===== src/rtl/pcg_pkg.sv =====
package pcg_pkg;
  typedef enum logic [1:0] {
    PM_RUN  = 2'd0,
    PM_WAIT = 2'd1,
    PM_STOP = 2'd2
  } pmode_e;
endpackage


===== src/rtl/pcg_sync2.sv =====
module pcg_sync2 #(
  parameter int W = 2
) (
  input  logic         clk,
  input  logic         rst_n,
  input  logic [W-1:0] d_async,
  output logic [W-1:0] q_sync
);
  for (genvar b = 0; b < W; b++) begin : g_bit
    logic st1, st2;
    always_ff @(posedge clk or negedge rst_n) begin
      if (!rst_n) begin
        st1 <= 1'b0;
        st2 <= 1'b0;
      end else begin
        st1 <= d_async[b];
        st2 <= st1;
      end
    end
    assign q_sync[b] = st2;
  end
endmodule


===== src/rtl/pcg_half_tick.sv =====
module pcg_half_tick (
  input  logic clk,
  input  logic rst_n,
  output logic tick
);
  always_ff @(posedge clk or negedge rst_n) begin
    if (!rst_n) tick <= 1'b0;
    else        tick <= ~tick;
  end
endmodule


===== src/rtl/pcg_mode_fsm.sv =====
module pcg_mode_fsm
  import pcg_pkg::*;
(
  input  logic   clk,
  input  logic   rst_n,
  input  logic   wait_req,
  input  logic   stop_req,
  input  logic   irq_wake,
  input  logic   ext_wake,
  input  logic   can_wake,
  output pmode_e mode,
  output logic   can_drop
);
  pmode_e mode_nx;

  always_comb begin
    mode_nx = mode;
    unique case (mode)
      PM_RUN: begin
        if (stop_req)      mode_nx = PM_STOP;
        else if (wait_req) mode_nx = PM_WAIT;
      end
      PM_WAIT: if (irq_wake) mode_nx = PM_RUN;
      PM_STOP: if (ext_wake || can_wake) mode_nx = PM_RUN;
      default: mode_nx = PM_RUN;
    endcase
  end

  always_ff @(posedge clk or negedge rst_n) begin
    if (!rst_n) begin
      mode     <= PM_RUN;
      can_drop <= 1'b0;
    end else begin
      mode     <= mode_nx;
      can_drop <= (mode == PM_STOP) && can_wake;
    end
  end
endmodule


===== src/rtl/pcg_ce_gen.sv =====
module pcg_ce_gen
  import pcg_pkg::*;
#(
  parameter int N_PER = 4
) (
  input  logic             tick,
  input  pmode_e           mode,
  input  logic [N_PER-1:0] pce,
  output logic             core_ce,
  output logic             mem_ce,
  output logic [N_PER-1:0] per_ce,
  output logic             wdog_ce
);
  logic sys_on, per_on;

  assign sys_on  = (mode == PM_RUN);
  assign per_on  = (mode != PM_STOP);
  assign core_ce = tick & sys_on;
  assign mem_ce  = tick & sys_on;
  assign wdog_ce = tick;

  for (genvar p = 0; p < N_PER; p++) begin : g_per
    assign per_ce[p] = tick & per_on & pce[p];
  end
endmodule


===== src/rtl/pwr_clk_ctrl.sv =====
module pwr_clk_ctrl
  import pcg_pkg::*;
#(
  parameter int N_PER = 4
) (
  input  logic             clk_mst,
  input  logic             rst_n,
  input  logic             wait_req,
  input  logic             stop_req,
  input  logic [N_PER-1:0] irq_req,
  input  logic [N_PER-1:0] irq_mask,
  input  logic             ext_irq_async,
  input  logic             can_act_async,
  input  logic             pce_wr,
  input  logic [N_PER-1:0] pce_wdata,
  output logic             core_ce,
  output logic             mem_ce,
  output logic [N_PER-1:0] per_ce,
  output logic             wdog_ce,
  output logic [1:0]       pmode,
  output logic             can_drop_first
);
  localparam int N_ASYNC = 2;

  logic               tick;
  logic [N_ASYNC-1:0] wake_s;
  logic [N_PER-1:0]   pce_q;
  logic               irq_any;
  pmode_e             mode;

  pcg_half_tick u_tick (.clk(clk_mst), .rst_n(rst_n), .tick(tick));

  pcg_sync2 #(.W(N_ASYNC)) u_sync (
    .clk(clk_mst), .rst_n(rst_n),
    .d_async({can_act_async, ext_irq_async}),
    .q_sync(wake_s)
  );

  always_ff @(posedge clk_mst or negedge rst_n) begin
    if (!rst_n)      pce_q <= '1;
    else if (pce_wr) pce_q <= pce_wdata;
  end

  assign irq_any = |(irq_req & ~irq_mask);

  pcg_mode_fsm u_fsm (
    .clk(clk_mst), .rst_n(rst_n),
    .wait_req(wait_req), .stop_req(stop_req),
    .irq_wake(irq_any), .ext_wake(wake_s[0]), .can_wake(wake_s[1]),
    .mode(mode), .can_drop(can_drop_first)
  );

  pcg_ce_gen #(.N_PER(N_PER)) u_ce (
    .tick(tick), .mode(mode), .pce(pce_q),
    .core_ce(core_ce), .mem_ce(mem_ce), .per_ce(per_ce), .wdog_ce(wdog_ce)
  );

  assign pmode = mode;
endmodule


===== config.mk =====
export PLATFORM = sky130hd
export DESIGN_NAME = pwr_clk_ctrl
export DESIGN_NICKNAME = d
export VERILOG_FILES = /design/src/rtl/pcg_pkg.sv /design/src/rtl/pcg_sync2.sv /design/src/rtl/pcg_half_tick.sv /design/src/rtl/pcg_mode_fsm.sv /design/src/rtl/pcg_ce_gen.sv /design/src/rtl/pwr_clk_ctrl.sv
export SDC_FILE = /design/constraint.sdc
export NUM_CORES = 1
export LEC_CHECK = 0
export CAP_MARGIN = 20
export CORE_MARGIN = 10
export CORE_UTILIZATION = 31
export DETAILED_ROUTE_END_ITERATION = 10
export PLACE_DENSITY = 0.69
export SETUP_SLACK_MARGIN = 0.15
export SLEW_MARGIN = 30
export SYNTH_ARGS = -nofsm -noshare
export SYNTH_HDL_FRONTEND = slang
export SYNTH_SLANG_ARGS = --single-unit
export TNS_END_PERCENT = 30

===== constraint.sdc =====
create_clock -name clk_mst -period 1.3 [get_ports clk_mst]
set_clock_uncertainty 0.1 [all_clocks]
set_input_delay 0.26 -clock clk_mst [delete_from_list [all_inputs] [get_ports clk_mst]]
set_output_delay 0.26 -clock clk_mst [all_outputs]
set_load 0.03 [all_outputs]

* Word-level counts from Yosys, hierarchy flattened
Index checks and enable logic that the tools add are counted.
** Cells by class
- Bitwise operators :: 9
- Equal/unequal tests :: 6
- Multiplexer cells :: 5
- Reductions and logical operators :: 5
** Operators with widths (count)
- $mux W2 :: 4
- $and A1 B1 Y1 :: 6
- $pmux W2 S3 :: 1
- $and A4 B4 Y4 :: 1
- $ne A2 B2 Y1 const B :: 2
- $not A4 Y4 :: 1
- $reduce_or A4 Y1 :: 1
- $ne A3 B3 Y1 const B :: 1
- $reduce_and A3 Y1 :: 1
- $eq A2 B1 Y1 const B :: 1
- $eq A2 B2 Y1 const B :: 1
- $logic_not A2 Y1 :: 1
- $ne A2 B1 Y1 const B :: 1
- $logic_and A1 B1 Y1 :: 1
- $logic_or A1 B1 Y1 :: 1
- $not A1 Y1 :: 1
** Word-level totals
- Bits in registers :: 12
- Logic and storage cells :: 33
- Output and inout bits :: 10

* Depth between registers and ports, before layout
Gate-level depths: netlist (run 1).
- Depth in word-level cells :: 5
- Mapped depth :: 3

* Cells and area by module
A second synthesis (run 1) with hierarchy kept.
** Unflattened totals
- Cells, all modules :: 39
- Area, all modules :: 513.0 um^2
** By module, submodules not included
- pwr_clk_ctrl :: times used 1, area an instance 181.4 um^2, cells an instance 13
- pcg_mode_fsm :: times used 1, area an instance 126.4 um^2, cells an instance 10
- pcg_sync2 :: times used 1, area an instance 115.1 um^2, cells an instance 6
- pcg_ce_gen :: times used 1, area an instance 61.3 um^2, cells an instance 8
- pcg_half_tick :: times used 1, area an instance 28.8 um^2, cells an instance 2

* Worst setup path before layout (run 1)
Ideal clock, no wire load.
- Path kind :: register to output
- Start :: register u_fsm.mode[1]
- End :: output port mem_ce
- Setup slack :: -683 ps
- Cell stages (with the launch flop) :: 3
- Buffers on the path :: 1
- Arrival time :: 1623 ps
- Data required time :: 940 ps
- Path through :: dfrtp_1 > nor3_1 > buf_4
** On the way
- Longest elaborated chain between the ends :: 2
** Ends and longest elaborated chain
- start, declared :: line pcg_mode_fsm.sv:11 : output pmode_e mode,
- start signal, assigned :: line pcg_mode_fsm.sv:34 : mode <= mode_nx;
- $logic_not A2 Y1 :: line pcg_ce_gen.sv:16 : assign sys_on = (mode == PM_RUN);
- $and A1 B1 Y1
- end, declared :: line pwr_clk_ctrl.sv:17 : output logic mem_ce,
No other way between the ends.

* Final worst setup path (run 1)
- Start :: register u_fsm.mode[0]
- End :: output port per_ce[1]
** On the way
- Longest elaborated chain between the ends :: 3
** Ends and longest elaborated chain
- $ne A2 B2 Y1 :: line pcg_ce_gen.sv:17 : assign per_on = (mode != PM_STOP);
- $and A1 B1 Y1 (2 in series) :: line pcg_ce_gen.sv:23 : assign per_ce[p] = tick & per_on & pce[p];
- end, declared :: line pwr_clk_ctrl.sv:18 : output logic [N_PER-1:0] per_ce,
No other way between the ends.

==> results.sh, run 1 <==
export IMPL_firstDrtPassIters=3
export IMPL_ys_seq_elements=12
export IMPL_dp_hpwl_mm=1.10
export IMPL_clock_sinks=12
export IMPL_cts_buffers_inserted=3
export IMPL_cts_tree="done"
export IMPL_ys_seq_area_share_pct=64.7
export IMPL_clock_tree_buffer_depth=2
export IMPL_rsz0062_at_grt="true"
export IMPL_final_setup_worst_slack_ns=-0.253
export IMPL_postSynthCellCount=37
export IMPL_die_x_um=59.0
export IMPL_route_met2_wl_um=647
export IMPL_violations="setup timing"
export IMPL_vias_per_cell=4.43
export IMPL_num_antenna_cells=0
export IMPL_top_layer_used="met3"
export IMPL_syn_to_final_growth_pct=89.7
export IMPL_yosysTopAreaCellShare_pct=42.4
export IMPL_post_synth_instance_area_um2=472
export IMPL_synth_cell_types=14
export IMPL_grt_pass1_wl_mm=2.07
export IMPL_stdcell_area_um2=895
export IMPL_drv_slew=0
export IMPL_row_count=14
export IMPL_initial_utilization_pct=32.1
export IMPL_power_density_nw_per_um2=1220
export IMPL_maxCapViolations=0
export IMPL_syn_nets=56
export IMPL_p_total_uw=1100
export IMPL_finalSetupViolCount=9
export IMPL_relSlewSlack_pct=83.6
export IMPL_clk_pin_slew_ns=0.08
export IMPL_period_needed_ns=1.55
export IMPL_portBuffers=28
export IMPL_wirelength_mm=1.25
export IMPL_drt_wirelength_per_cell_um=13.7
export IMPL_synth_edf_count=0
export IMPL_max_freq_ghz=0.644
export IMPL_htreeDepth=1
export IMPL_chipHeight_um=59.0
export IMPL_nets=95
export IMPL_die_area_um2=3480
export IMPL_drc_errors=0
export IMPL_ys_top_cells_by_area="dfrtp_1 42%, dfstp_2 22%, mux2_2 9.5%, and2_1 5.3%, inv_1 4.8%"
export IMPL_synthFlopType="dfrtp_1"
export IMPL_cts_hold_buffers=0
export IMPL_drtAntennaViolNets=0
export IMPL_startpoint_type="flip-flop"
export IMPL_p_leak_uw=0.000413
export IMPL_hp_class="reg2reg"
export IMPL_grt_usage_pct=7.73
export IMPL_crit_type="reg2out"
export IMPL_yosysWarningCount=0
export IMPL_fin_crit_sh_pct=119
export IMPL_grt_overflow_total=0
export IMPL_yosys_top_cells_count="8 x dfrtp_1, 6 x inv_1, 4 x and2_1, 4 x dfstp_2, 4 x mux2_2"
export IMPL_cp_data_arrival_time_ns=1.19
export IMPL_dr_first_iter_drc_count=8
export IMPL_vias=403
export IMPL_status="finished, violations left"
export IMPL_irDropWorstVdd_v=0.000770
export IMPL_met3_length_um=115
export IMPL_worst_slew_pin_slew_ns=0.243
export IMPL_grt_max_degree=9
export IMPL_wl_met1_um=482
export IMPL_placed_cell_area_um2=808
export IMPL_antenna_found_initial=0
export IMPL_fin_setup_tns_ns=-1.71
export IMPL_crit_fanout=4
export IMPL_postSynthAreaPerCell_um2=12.7
export IMPL_hold_violations=0
export IMPL_cts_root_buffer="clkbuf_4"
export IMPL_drive_gt1_share_pct=54.7
export IMPL_yosysTopAreaCell="dfrtp_1"
export IMPL_clock_latency_ns=0.27
export IMPL_core_area_um2=1470
export IMPL_end_kind="primary output"
export IMPL_gp_congestion=0.640
export IMPL_io_pins=29
export IMPL_yosysMostFrequentCell="dfrtp_1"
export IMPL_cp_required_ns=0.94
export IMPL_grt_pass1_vias=458
export IMPL_async_flop_share_pct=100
-- where the power goes --
| group | internal (uW) | switching (uW) | total (uW) |
|---|---|---|---|
| Clock | 170 | 122 | 292 |
| Sequential | 413 | 15.1 | 428 |
| Combinational | 205 | 171 | 375 |
-- path summary, 6_finish.rpt --
| check | start | to | slack, ns | cells after the start |
|---|---|---|---|---|
| min in group asynchronous | rst_n | pce_q[1]$_DFFE_PN1P_ | 0.33 | 1 |
| worst min register to register | u_sync.g_bit[0].st1$_DFF_PN0_ | u_sync.g_bit[0].st2$_DFF_PN0_ | 0.26 | 0 |
| max in group asynchronous | rst_n | u_tick.tick$_DFF_PN0_ | 0.62 | 2 |
| worst max-delay path | u_fsm.mode[0]$_DFFE_PN0P_ | per_ce[1] | -0.25 | 5 |
| worst min-delay path | u_sync.g_bit[0].st1$_DFF_PN0_ | u_sync.g_bit[0].st2$_DFF_PN0_ | 0.26 | 0 |
| worst max register to register | u_fsm.mode[0]$_DFFE_PN0P_ | u_fsm.mode[0]$_DFFE_PN0P_ | -0.06 | 3 |
-- critical path, stage by stage, from the launching register on --
cell     delay (ns)
dfrtp_2        0.41
inv_2          0.06
a21oi_2        0.05
buf_4          0.14
and2_4         0.13
buf_6          0.13
-- area by class of cell --
cell class / count / area (um2)
Clock buffer: 4 / 36.3
Fill cell: 140 / 577
Inverter: 6 / 22.5
Multi-Input combinational cell: 18 / 161
Sequential cell: 12 / 309
Tap cell: 16 / 20.0
Timing Repair Buffer: 35 / 345
-- cell usage in the layout, fill, tap and decap left out, types with 3 or more instances in the layout --
| master | instances |
|---|---|
| clkdlybuf4s50_1 | 18 |
| buf_6 | 10 |
| buf_4 | 7 |
| dfrtp_1 | 5 |
| and2_4 | 4 |
| mux2_2 | 4 |
| inv_1 | 4 |
| dfstp_2 | 4 |
| clkbuf_4 | 3 |
| dfrtp_2 | 3 |
-- sequential cells by signal (all words and copies together) (netlist names) --
signal            count
u_fsm.can_drop        1
u_sync.g_bit.st1      2
u_tick.tick           1
u_sync.g_bit.st2      2
u_fsm.mode            2
pce_q                 4
-- layer usage --
metal  up-vias  GRT usage, %
met5         -             0
met4         0          2.95
met3         0          4.51
met2        14          12.5
met1       189          8.09
li1        200             -
-- metrics by stage --
step / utilization (%) / hold WS (ns) / setup WS [ns] / cells
global placement: 54.9 / 0.234 / -0.118 / 87
finish: 60.8 / 0.255 / -0.253 / 91
global route: 60.8 / 0.274 / -0.330 / 91
floorplan: - / -0.136 / -0.145 / 37
detailed placement: 54.9 / 0.241 / -0.174 / 87
CTS: 60.3 / 0.258 / -0.263 / 91
-- cell families (layout without fill, tap and decap cells) --
family                 after synthesis  count (layout)  share of synthesized area (%)
muxes                                5               5                           11.7
buffers and inverters                7              45                           6.37
DFF                                 12              12                           64.7
and+or+nand+nor                      9               9                           11.7
AOI/OAI and AO/OA                    4               4                           5.57
-- repair_timing --
action | 4_1_cts | 5_1_grt
buffers inserted | 0 | 0
cloned | 0 | 0
setup endpoints to repair | 11 | 12
pin swaps | 4 | 0
resized for setup | 14 | 2
Note: power is estimated with default switching activity, not from simulation.
==> inputs of run 2 (changes only) <==
- CAP_MARGIN: 20 -> 10
==> results of run 2 <==
No change in the layout: final DEF, timing and power equal those of run 1.
==> inputs of run 3 (changes only) <==
- PLACE_DENSITY: 0.69 -> not set
- PLACE_DENSITY_LB_ADDON: not set -> 0.1
==> run 3 against run 2 <==
Compared with the run above:
- the flow still finishes with violations (setup timing)
- critical endpoint is now per_ce[2]
- power is 0.98% higher
- largest cell class unchanged
- global-route usage down 0.087 points
- utilization rose by 1.9 points
- register-to-register slack worse by 0.02 ns
- clock power fell by 1%
- sequential cell count is the same
- worst setup slack improved by 0.0098 ns
==> results.sh, run 3 (synthesis results as in run 1) <==
export IMPL_grt_max_degree=13
export IMPL_chipHeight_um=59.0
export IMPL_seq_area_um2=309
export IMPL_final_setup_worst_slack_ns=-0.243
export IMPL_reg2reg_to="u_fsm.mode[0]$_DFFE_PN0P_"
export IMPL_period_needed_ns=1.54
export IMPL_clk_pin_slew_ns=0.07
export IMPL_io_pins=29
export IMPL_fill_cells=131
export IMPL_relSlewSlack_pct=83.9
export IMPL_hp_class="in2async"
export IMPL_gp_congestion=0.656
export IMPL_dp_hpwl_mm=1.07
export IMPL_power_density_nw_per_um2=1200
export IMPL_fin_crit_sh_pct=119
export IMPL_grt_overflow_total=0
export IMPL_fin_util_pct=62.7
export IMPL_p_leak_uw=0.000423
export IMPL_largest_register_ffs=4
export IMPL_nets=96
export IMPL_firstDrtPassIters=1
export IMPL_vias_per_cell=4.54
export IMPL_multi_input_area_um2=174
export IMPL_grt_usage_pct=7.64
export IMPL_cts_buffers_inserted=3
export IMPL_row_count=14
export IMPL_die_area_um2=3480
export IMPL_antenna_found_initial=0
export IMPL_clock_latency_ns=0.27
export IMPL_drv_slew=0
export IMPL_syn_to_final_growth_pct=95.5
export IMPL_drtAntennaViolNets=0
export IMPL_cts_root_buffer="clkbuf_4"
export IMPL_dr_first_iter_drc_count=0
export IMPL_reg2reg_depth=3
export IMPL_worst_slew_pin_slew_ns=0.238
export IMPL_cp_required_ns=0.94
export IMPL_clock_sinks=12
export IMPL_drt_wirelength_per_cell_um=13.9
export IMPL_cts_tree="done"
export IMPL_maxCapViolations=0
export IMPL_final_common_cell="clkdlybuf4s50_1"
export IMPL_status="finished, violations left"
export IMPL_final_cell_mix="18 x clkdlybuf4s50_1, 12 x buf_6, 6 x buf_4"
export IMPL_drive_gt1_share_pct=55.3
export IMPL_top_register="pce_q"
export IMPL_hold_violations=0
export IMPL_clock_tree_buffer_depth=2
export IMPL_post_cts_buffers=0
export IMPL_vias=418
export IMPL_grt_pass1_wl_mm=1.99
export IMPL_portBuffers=28
export IMPL_grt_pass1_vias=419
export IMPL_irDropWorstVdd_v=0.000708
export IMPL_end_kind="primary output"
export IMPL_p_total_uw=1110
export IMPL_max_freq_ghz=0.648
export IMPL_violations="setup timing"
export IMPL_startpoint_type="flip-flop"
export IMPL_crit_type="reg2out"
export IMPL_num_antenna_cells=0
export IMPL_drc_errors=0
export IMPL_die_x_um=59.0
export IMPL_rrSetupSlack_ns=-0.08
export IMPL_timing_rr_start="u_fsm.mode[1]$_DFFE_PN0P_"
export IMPL_crit_fanout=4
export IMPL_initial_utilization_pct=32.1
export IMPL_finalSetupViolCount=9
export IMPL_core_area_um2=1470
export IMPL_rsz0062_at_grt="true"
export IMPL_wirelength_mm=1.28
export IMPL_cp_data_arrival_time_ns=1.18
export IMPL_htreeDepth=1
==> run 3: through the flow <==
stage / std cells / cell area [um2] / setup TNS [ns] / hold slack [ns] / setup slack (ns)
final: 92 / 922 / -1.67 / 0.175 / -0.243
after global placement: 88 / 816 / -0.592 / 0.233 / -0.111
after floorplan: 37 / 492 / -0.663 / -0.136 / -0.145
after global routing: 92 / 922 / -2.16 / 0.177 / -0.307
after detailed placement: 88 / 816 / -0.735 / 0.238 / -0.153
after CTS: 92 / 908 / -1.84 / 0.172 / -0.273
==> run 3: where the power goes <==
group	total [uW]	internal, uW	switching [uW]	leakage, uW
clock	288	170	118	0.0000210
combinational	388	211	177	0.000268
sequential	430	413	16.6	0.000134
total	1110	794	312	0.000423
==> run 3: worst max-delay path, stage by stage (launching register included) <==
cell and delay [ns]:
dfrtp_2 0.43, a21oi_4 0.19, and2_1 0.16, buf_6 0.13
==> run 3: how the worst max path moves through the flow <==
| stage | from | endpoint | slack, ns | cells after the start |
|---|---|---|---|---|
| 2_1_floorplan | u_tick.tick$_DFF_PN0_ | mem_ce | -0.15 | 3 |
| 3_3_place_gp | stop_req | u_fsm.mode[0]$_DFFE_PN0P_ | -0.11 | 3 |
| 3_5_place_dp | stop_req | u_fsm.mode[0]$_DFFE_PN0P_ | -0.15 | 3 |
| 4_1_cts | u_tick.tick$_DFF_PN0_ | core_ce | -0.27 | 4 |
| 5_1_grt | u_tick.tick$_DFF_PN0_ | core_ce | -0.31 | 4 |
| 6_report | u_fsm.mode[1]$_DFFE_PN0P_ | per_ce[2] | -0.24 | 3 |
==> run 3: area by class of cell <==
cell class	instances	share of cell area, %
Timing Repair Buffer	36	39.1
Tap cell	16	2.17
Inverter	6	2.44
Sequential cell	12	33.5
Multi-Input combinational cell	18	18.9
Clock buffer	4	3.93
==> run 3: routing by layer <==
| layer | track usage, % | part of all wire (%) |
|---|---|---|
| met5 | 0 | 0 |
| met1 | 8.72 | 42 |
| met2 | 10.7 | 47 |
| met3 | 4.29 | 11 |
| met4 | 4.92 | 0.47 |
==> run 3: timing repair <==
| action | in CTS | in global routing |
|---|---|---|
| hold buffers | 0 | 0 |
| setup endpoints to repair | 11 | 12 |
| pin swaps | 1 | 0 |
| gates resized for setup | 14 | 4 |
